<file path="config.mk">
export PLATFORM = sky130hd
export DESIGN_NAME = txq_ctrl
export DESIGN_NICKNAME = d
export VERILOG_FILES = /design/src/rtl/txq_pkg.sv /design/src/rtl/pnum_fifo.sv /design/src/rtl/txq_fsm.sv /design/src/rtl/txq_ctrl.sv
export SDC_FILE = /design/constraint.sdc
export NUM_CORES = 1
export LEC_CHECK = 0
export ABC_AREA = 1
export BUFFER_PORTS_ARGS = -buffer_cell sky130_fd_sc_hd__clkbuf_2
export CAP_MARGIN = 10
export CORE_UTILIZATION = 60
export CTS_BUF_LIST = sky130_fd_sc_hd__clkbuf_8
export CTS_CLUSTER_DIAMETER = 30
export DETAILED_ROUTE_END_ITERATION = 10
export PLACE_DENSITY = 0.76
export SLEW_MARGIN = 20
export SYNTH_ARGS = -nofsm -noshare
export SYNTH_HDL_FRONTEND = slang
export SYNTH_SLANG_ARGS = --single-unit
</file>
<file path="constraint.sdc">
create_clock -name clk -period 3.3 [get_ports clk]
set_input_delay 0.33 -clock clk [delete_from_list [all_inputs] [get_ports clk]]
set_output_delay 0.33 -clock clk [all_outputs]
set_load 0.05 [all_outputs]
</file>
<file path="src/rtl/txq_pkg.sv">
package txq_pkg;
    typedef enum logic [1:0] {
        ST_IDLE = 2'd0,
        ST_SEND = 2'd1,
        ST_WAIT = 2'd2
    } txq_state_e;
endpackage

</file>
<file path="src/rtl/pnum_fifo.sv">
module pnum_fifo #(
    parameter int W     = 5,
    parameter int DEPTH = 32
) (
    input  logic         clk,
    input  logic         rst_n,
    input  logic         push,
    input  logic [W-1:0] wdata,
    input  logic         pop,
    output logic [W-1:0] head,
    output logic         empty,
    output logic         full
);
    localparam int AW = $clog2(DEPTH);

    logic [W-1:0] mem [DEPTH];
    logic [AW-1:0] wptr, rptr;
    logic [AW:0]   count;

    always_ff @(posedge clk) begin
        if (!rst_n) begin
            wptr  <= '0;
            rptr  <= '0;
            count <= '0;
        end else begin
            if (push) begin
                mem[wptr] <= wdata;
                wptr      <= wptr + 1'b1;
            end
            if (pop) begin
                rptr <= rptr + 1'b1;
            end
            case ({push, pop})
                2'b10:   count <= count + 1'b1;
                2'b01:   count <= count - 1'b1;
                default: count <= count;
            endcase
        end
    end

    assign head  = mem[rptr];
    assign empty = (count == '0);
    assign full  = (count == (AW+1)'(DEPTH));
endmodule

</file>
<file path="src/rtl/txq_fsm.sv">
module txq_fsm
    import txq_pkg::*;
(
    input  logic clk,
    input  logic rst_n,
    input  logic tx_en_set,
    input  logic tx_empty,
    input  logic cmp_full,
    input  logic half_duplex,
    input  logic defer_ok,
    input  logic mac_done,
    input  logic mac_ok,
    input  logic auto_rel,
    output logic tx_en,
    output logic mac_start,
    output logic retire,
    output logic rel_fire
);
    txq_state_e state, nxt;
    logic launch_ok;
    logic fail;

    assign launch_ok = tx_en && !tx_empty && !cmp_full &&
                       (!half_duplex || defer_ok);

    // state register
    always_ff @(posedge clk) begin
        if (!rst_n) state <= ST_IDLE;
        else        state <= nxt;
    end

    // next state: LAUNCH, ISSUED, RETIRE
    always_comb begin
        nxt = state;
        unique case (state)
            ST_IDLE: if (launch_ok) nxt = ST_SEND;
            ST_SEND: nxt = ST_WAIT;
            ST_WAIT: if (mac_done) nxt = ST_IDLE;
            default: nxt = ST_IDLE;
        endcase
    end

    // outputs
    always_comb begin
        mac_start = 1'b0;
        retire    = 1'b0;
        rel_fire  = 1'b0;
        fail      = 1'b0;
        unique case (state)
            ST_IDLE: ;
            ST_SEND: mac_start = 1'b1;
            ST_WAIT: begin
                retire   = mac_done;
                rel_fire = mac_done && mac_ok && auto_rel;
                fail     = mac_done && !mac_ok;
            end
            default: ;
        endcase
    end

    // enable bit: failure wins over a same-cycle set
    always_ff @(posedge clk) begin
        if (!rst_n)         tx_en <= 1'b0;
        else if (fail)      tx_en <= 1'b0;
        else if (tx_en_set) tx_en <= 1'b1;
    end
endmodule

</file>
<file path="src/rtl/txq_ctrl.sv">
module txq_ctrl #(
    parameter int PNW    = 5,
    parameter int QDEPTH = 32,
    parameter int STW    = 16
) (
    input  logic             clk,
    input  logic             rst_n,
    input  logic [PNW-1:0]   cur_pnum,
    input  logic             enq_cmd,
    input  logic             tx_en_set,
    input  logic             half_duplex,
    input  logic             defer_ok,
    input  logic             auto_rel,
    input  logic [STW-1:0]   mac_status,
    input  logic             mac_done,
    input  logic             mac_ok,
    input  logic             ack_wr,
    output logic             mac_start,
    output logic [PNW-1:0]   mac_pnum,
    output logic             stw_valid,
    output logic [PNW-1:0]   stw_pnum,
    output logic [STW-1:0]   stw_data,
    output logic             rel_valid,
    output logic [PNW-1:0]   rel_pnum,
    output logic             tx_irq,
    output logic             tx_en,
    output logic             ovf,
    output logic [2*PNW+1:0] fifo_ports
);
    logic [PNW-1:0] tx_head, cmp_head;
    logic tx_empty, tx_full, cmp_empty, cmp_full;
    logic retire, rel_fire;
    logic enq_ok, ack_ok;

    assign enq_ok = enq_cmd && !tx_full;
    assign ack_ok = ack_wr && !cmp_empty;

    pnum_fifo #(.W(PNW), .DEPTH(QDEPTH)) u_pend (
        .clk(clk), .rst_n(rst_n), .push(enq_ok), .wdata(cur_pnum),
        .pop(retire), .head(tx_head), .empty(tx_empty), .full(tx_full)
    );

    pnum_fifo #(.W(PNW), .DEPTH(QDEPTH)) u_done (
        .clk(clk), .rst_n(rst_n), .push(retire), .wdata(tx_head),
        .pop(ack_ok), .head(cmp_head), .empty(cmp_empty), .full(cmp_full)
    );

    txq_fsm u_fsm (
        .clk(clk), .rst_n(rst_n), .tx_en_set(tx_en_set),
        .tx_empty(tx_empty), .cmp_full(cmp_full),
        .half_duplex(half_duplex), .defer_ok(defer_ok),
        .mac_done(mac_done), .mac_ok(mac_ok), .auto_rel(auto_rel),
        .tx_en(tx_en), .mac_start(mac_start),
        .retire(retire), .rel_fire(rel_fire)
    );

    always_ff @(posedge clk) begin
        if (!rst_n)                  ovf <= 1'b0;
        else if (enq_cmd && tx_full) ovf <= 1'b1;
    end

    assign mac_pnum   = tx_head;
    assign stw_valid  = retire;
    assign stw_pnum   = tx_head;
    assign stw_data   = mac_status;
    assign rel_valid  = rel_fire;
    assign rel_pnum   = tx_head;
    assign tx_irq     = !cmp_empty;
    assign fifo_ports = {cmp_empty, cmp_head, tx_empty, tx_head};
endmodule

</file>
### Word level (Yosys, flattened, before mapping)

Memories as Yosys holds them, arrays and structs flattened. A register that Yosys moved wholly into a read port is not among the register bits.
Index checks and enable logic that the tools add are counted.

| word-level totals | value |
|---|---|
| register bits | 36 |
| bits in writable memories | 320 |
| input port bits | 31 |
| output and inout bits | 49 |
| word-level logic and storage cells | 72 |
| memories kept | 2 |

| operators by class | value |
|---|---|
| $add $sub $neg | 8 |
| equality and inequality tests | 10 |
| muxes and demuxes | 19 |
| bitwise operators | 1 |
| reductions and logical operators | 23 |

Memories:

| name | depth | bits a word | rd ports | clocked after memory_dff | write ports | RTL line | RTL |
|---|---|---|---|---|---|---|---|
| u_done.mem | 32 | 5 | 1 | 1 | 1 | pnum_fifo.sv:16 | `logic [W-1:0] mem [DEPTH];` |
| u_pend.mem | 32 | 5 | 1 | 1 | 1 | pnum_fifo.sv:16 |  |

Operator list:

| operator | number |
|---|---|
| one-hot mux 6 bit (2 select lines) | 2 |
| adder 5 x 1 -> 5 bit, second input constant | 4 |
| two-way mux 5 bit | 4 |
| adder 6 x 1 -> 6 bit, second input constant | 2 |
| == test 6 bit, second input constant | 2 |
| logical NOT 6 bit | 2 |
| subtractor 6 x 1 -> 6 bit, second input constant | 2 |
| two-way mux 1 bit | 10 |
| logical AND 1 bit | 9 |
| == test 2 x 1 -> 1 bit, second input constant | 3 |
| == test 2 bit, second input constant | 3 |
| logical NOT 1 bit | 6 |
| one-hot mux 2 bit (3 select lines) | 1 |
| two-way mux 2 bit | 2 |
| nonzero test 2 bit | 2 |
| logical NOT 2 bit | 1 |
| != test 2 x 1 -> 1 bit, second input constant | 1 |
| != test 2 bit, second input constant | 1 |
| AND reduction 2 bit | 1 |
| OR reduction 2 bit | 1 |
| logical OR 1 bit | 1 |
| NOT 1 bit | 1 |

### Depth between registers and ports, before layout

| logic depth | value |
|---|---|
| word-level depth | 7 |
| mapped depth | 20 |
| depth with buffers taken out | 19 |

### Hierarchy

A second synthesis with hierarchy kept.

| unflattened totals | value |
|---|---|
| cells, all modules | 1507 |
| area, all modules | 15916.5 µm² |

By module, submodules not included:

| module | times used | cells an instance | area each (µm²) | sequential area each (µm²) |
|---|---|---|---|---|
| pnum_fifo at u_pend | 1 | 719 | 7731.2 | 5225.0 |
| pnum_fifo at u_done | 1 | 720 | 7713.6 | 5225.0 |
| txq_ctrl | 1 | 43 | 306.5 | 20.0 |
| txq_fsm | 1 | 25 | 165.2 | 60.1 |

### Worst setup path before layout

Ideal clock, no wire load.

| timing | value |
|---|---|
| path kind | register -> output |
| from | register with a tool-made name |
| to | output mac_pnum[4] |
| arrival time | 3127 ps |
| required time | 2970 ps |
| path slack | -157 ps |
| cell stages (with the launch flop) | 11 |
| path buffers | 3 |
| path through | dfxtp_1 > buf_6 > inv_6 > buf_6 > nand2_1 > nand3_1 > nand3_1 > a21oi_1 > nor2_1 > a21oi_1 > buf_4 |

RTL lines:

| element | RTL line | RTL |
|---|---|---|
| end, declared | txq_ctrl.sv:19 | `output logic [PNW-1:0] mac_pnum,` |

==> impl_results.html <==
<table>
<tr><th>Metric</th><th>Value</th></tr>
<tr><th colspan="2">Global route</th></tr>
<tr><td>Maximum number of pins on one net before global-route repair</td><td>81</td></tr>
<tr><td>Total overflow reported by the global router</td><td>0</td></tr>
<tr><td>All-layer global routing usage</td><td>27.96%</td></tr>
<tr><td>Initial antenna violation count</td><td>0</td></tr>
<tr><td>Number of global-route vias before repair</td><td>10960</td></tr>
<tr><td>Global-route wire length before repair</td><td>57.55 mm</td></tr>
<tr><th colspan="2">Floorplan</th></tr>
<tr><td>Top Ports</td><td>80</td></tr>
<tr><td>Initial cell density of the core</td><td>61.29%</td></tr>
<tr><td>Floorplan die area</td><td>27280 sq um</td></tr>
<tr><td>Std cell rows</td><td>59</td></tr>
<tr><td>Area of the core region</td><td>26060 sq um</td></tr>
<tr><td>Chip width</td><td>165.2 um</td></tr>
<tr><td>Vert. Die Dim</td><td>165.2 um</td></tr>
<tr><th colspan="2">Synthesis</th></tr>
<tr><td>Yosys cell types</td><td>37</td></tr>
<tr><td>Top cell type by total area after synthesis</td><td>edfxtp_1</td></tr>
<tr><td>Post-synth design cell area</td><td>15970 sq um</td></tr>
<tr><td>Number of storage elements in the synthesis netlist</td><td>366</td></tr>
<tr><td>Synth Net Count</td><td>1550</td></tr>
<tr><td>Mean area per synthesized cell</td><td>10.63 sq um</td></tr>
<tr><td>Proportion of synthesized chip area in sequential cells</td><td>65.93%</td></tr>
<tr><td>Share of the synthesized area in the top cell type</td><td>60.16%</td></tr>
<tr><td>Dominant cells by area after synthesis</td><td>edfxtp_1 60%, nand2_1 10%, nand3_1 7.5%</td></tr>
<tr><td>Synthesis warning total</td><td>0</td></tr>
<tr><td>Gate count of the mapped netlist</td><td>1503</td></tr>
<tr><th colspan="2">Finish</th></tr>
<tr><td>Core Util, Final</td><td>69.44%</td></tr>
<tr><td>Antenna diode count</td><td>0</td></tr>
<tr><td># nets final</td><td>1600</td></tr>
<tr><td>Area of all placed cells without fillers</td><td>18100 sq um</td></tr>
<tr><td>Area delta synth-&gt;final</td><td>13.30%</td></tr>
<tr><td>Fin cells</td><td>1934</td></tr>
<tr><td>Fraction of layout cells with a size suffix above 1</td><td>13.32%</td></tr>
<tr><th colspan="2">Clock tree</th></tr>
<tr><td>Total number of clock tree sinks</td><td>366</td></tr>
<tr><td>Hold buffer count at CTS</td><td>0</td></tr>
<tr><td>Clock tree from TritonCTS</td><td>built</td></tr>
<tr><td>Clock transition time at the flip-flop clock pins of the worst setup and hold paths</td><td>0.06 ns</td></tr>
<tr><td>Cell at the root of the clock tree</td><td>clkbuf_8</td></tr>
<tr><td>H-tree levels</td><td>3</td></tr>
<tr><td>Clock latency on the worst-skew pair</td><td>0.60 ns</td></tr>
<tr><td>Number of buffers inserted during clock tree synthesis</td><td>69</td></tr>
<tr><td>Maximum clock path buffer count</td><td>3</td></tr>
<tr><th colspan="2">STA</th></tr>
<tr><td>Total negative slack</td><td>0 ns</td></tr>
<tr><td>Final clock period utilization by the worst path</td><td>96.58%</td></tr>
<tr><td>Worst Clk Skew</td><td>0.03408 ns</td></tr>
<tr><td>Worst slew pin tran</td><td>0.9203 ns</td></tr>
<tr><td>Worst slew margin relative to its limit</td><td>38.58%</td></tr>
<tr><td>Max-slew violation total from the final report</td><td>0</td></tr>
<tr><td>Total count of hold-check failures in the final report</td><td>0</td></tr>
<tr><td>Number of setup violations in the final report</td><td>0</td></tr>
<tr><td>Highest clock frequency the design can meet</td><td>0.3138 GHz</td></tr>
<tr><td>RSZ-0062 raised after global routing</td><td>no</td></tr>
<tr><td>Final Critical Period</td><td>3.187 ns</td></tr>
<tr><th colspan="2">Critical path</th></tr>
<tr><td>Slack of the worst reg-to-reg path</td><td>0.54 ns</td></tr>
<tr><td>Reg2Reg Launch Point</td><td>u_done.count[4]</td></tr>
<tr><td>Crit path required time</td><td>2.97 ns</td></tr>
<tr><td>Highest cell delay on the worst timing path</td><td>0.50 ns</td></tr>
<tr><td>Crit path DAT</td><td>2.86 ns</td></tr>
<tr><td>Worst-path fanout max</td><td>18</td></tr>
<tr><td>Master of the slowest instance on the critical path</td><td>inv_1</td></tr>
<tr><td>Worst r2r path cells</td><td>19</td></tr>
<tr><td>CP Capture Type</td><td>output port</td></tr>
<tr><td>CP startpoint kind</td><td>flip-flop</td></tr>
<tr><td>Logic depth of the worst setup path including buffers</td><td>7</td></tr>
<tr><td>CP top delay family</td><td>buffers and inverters</td></tr>
<tr><td>Buffers and inverters on the worst path</td><td>3</td></tr>
<tr><td>List of cells traversed by the critical path</td><td>inv_1 -&gt; buf_4 -&gt; nand3_1 -&gt; a21oi_1 -&gt; nor2_1 -&gt; a21oi_4 -&gt; buf_12</td></tr>
<tr><td>Path type of the worst setup path</td><td>reg -&gt; out</td></tr>
<tr><td>Capture point of the worst path</td><td>fifo_ports[2]</td></tr>
<tr><td>RR Endpoint</td><td>u_done.count[4]</td></tr>
<tr><th colspan="2">Routing</th></tr>
<tr><td>Total wire length after detailed routing</td><td>37.38 mm</td></tr>
<tr><td>Detailed Route Iter0 Violations</td><td>1273</td></tr>
<tr><td>DRC violation count after routing</td><td>0</td></tr>
<tr><td>Total number of vias</td><td>11360</td></tr>
<tr><td>Ratio of routed vias to standard cells</td><td>5.873</td></tr>
<tr><td>Remaining number of nets flagged by the antenna check after routing</td><td>0</td></tr>
<tr><td>Wire length per cell after detailed routing</td><td>19.33 um</td></tr>
<tr><td>Count of TritonRoute iterations in the first routing pass</td><td>6</td></tr>
<tr><th colspan="2">Power</th></tr>
<tr><td>Peak supply drop</td><td>0.5192 mV</td></tr>
<tr><td>Post-layout power</td><td>12.15 mW</td></tr>
<tr><td>Power density cells</td><td>671.5 nW/um^2</td></tr>
<tr><td>Static leakage</td><td>6.835 nW</td></tr>
<tr><th colspan="2">Place</th></tr>
<tr><td>Number of buffers added on ports</td><td>47</td></tr>
<tr><td>Routability Congestion</td><td>0.8358</td></tr>
<tr><td>Detailed placer's ending HPWL</td><td>21.47 mm</td></tr>
<tr><td>Cell area reported after detailed placement</td><td>16480 sq um</td></tr>
<tr><td>Placed Cells</td><td>1806</td></tr>
<tr><th colspan="2">Flow run</th></tr>
<tr><td>Max Cap Violations</td><td>0</td></tr>
<tr><th colspan="2">Worst hold path</th></tr>
<tr><td>Type of the most critical hold path</td><td>in -&gt; reg</td></tr>
<tr><th colspan="2">Outcome</th></tr>
<tr><td>Run status</td><td>completed</td></tr>
</table>
==> layout by cell type, fill, tap and decap left out, types with 5 or more instances in the layout <==
cell and count:
nand2_4 6, nand2_1 443, a21oi_4 5, clkbuf_8 70, buf_12 25, nor3_1 6, edfxtp_1 320, o21ai_0 21
xor2_1 7, inv_6 7, inv_1 76, dfxtp_1 44, ha_1 16, bufinv_16 10, xnor2_1 7, nand3_1 238
clkinvlp_4 7, nor2_1 102, buf_4 31, o31ai_1 7, clkinv_2 5, clkinv_1 6, clkbuf_2 27, a21oi_1 81
==> synthesized netlist by cell type <==
cell and n:
o2111ai_1 1, xnor2_1 7, edfxtp_1 320, clkbuf_1 10, a31oi_1 1, dfxtp_1 46
nand3_1 238, inv_6 2, clkbuf_2 1, inv_1 64, a211oi_1 2, inv_2 3
a21oi_1 86, buf_4 48, buf_2 32, nor2_1 102, nor3_2 1, o21ai_1 1
nand4_2 1, o22ai_1 2, nand4_1 1, o21a_1 1, nor4_1 1, nor2_8 1
ha_1 16, o221a_2 1, nor2_2 1, nor3_1 6, a21oi_2 1, nand2_4 6
nand3_2 1, nand2_1 443, o31ai_1 10, o21bai_1 2, xor2_1 7, o21ai_0 21
buf_6 16
==> area by class of cell <==
cell class / instances / area [sq um]
Sequential cell: 366 / 10540
Clock buffer: 70 / 963.4
Inverter: 69 / 269.0
Multi-Input combinational cell: 964 / 4527
Timing Repair Buffer: 83 / 868.3
Clock inverter: 47 / 514.2
Fill cell: 1813 / 7963
Tap cell: 335 / 419.2
==> sequential cells by signal, indices dropped and copies added (netlist names), named ones only <==
name	flops
ovf	1
u_done.rptr	5
u_pend.count	6
u_pend.mem	160
u_fsm.tx_en	1
u_done.mem	160
u_fsm.state	2
u_pend.rptr	5
u_done.count	6
u_done.wptr	5
u_pend.wptr	5
==> per-stage QoR <==
step | hold slack, ns | setup WS (ns)
floorplan | 0.4289 | 0.5867
global placement | 0.4570 | 0.6298
detailed placement | 0.4573 | 0.6058
CTS | 0.02114 | 0.04971
global route | 0.03723 | 0.03568
finish | 0.04011 | 0.1128
==> power by group <==
| group | switching [mW] | leakage, nW | internal [mW] |
|---|---|---|---|
| sequential | 0.116 | 3.25 | 5.13 |
| clock | 1.93 | 0.772 | 2.79 |
| combinational | 1.53 | 2.81 | 0.646 |
==> kinds of logic after synthesis <==
family          share of synthesized area [%]
compound gates                          4.387
simple gates                            21.32
xor+xnor                               0.7677
fa+ha+maj                               1.253
flops                                   65.93
buf+inv                                 6.338
==> timing repair <==
| item | 4_1_cts | 5_1_grt |
|---|---|---|
| setup buffers | 2 | 6 |
| endpoints found under the setup margin | 8 | 12 |
| pin swaps | 1 | 0 |
| gates resized for setup | 2 | 2 |
| cloned | 2 | 1 |
==> worst min-delay path by stage <==
stage | depth (start not counted) | end | from | slack [ns]
after floorplan | 0 | u_pend.mem[0][0] | cur_pnum[0] | 0.43
after global placement | 1 | u_pend.rptr[3] | u_pend.rptr[3] | 0.46
after detailed placement | 1 | u_pend.rptr[3] | u_pend.rptr[3] | 0.46
after CTS | 2 | u_fsm.tx_en | tx_en_set | 0.02
after global routing | 2 | u_fsm.tx_en | tx_en_set | 0.04
final | 2 | u_fsm.tx_en | tx_en_set | 0.04
==> layer usage <==
layer,wire length (um),GRT usage (%)
met1,14430,35.21
met2,18040,45.99
met3,3374,5.395
met4,1540,14.68
met5,0,0
Power figures use the tool's default switching activity.
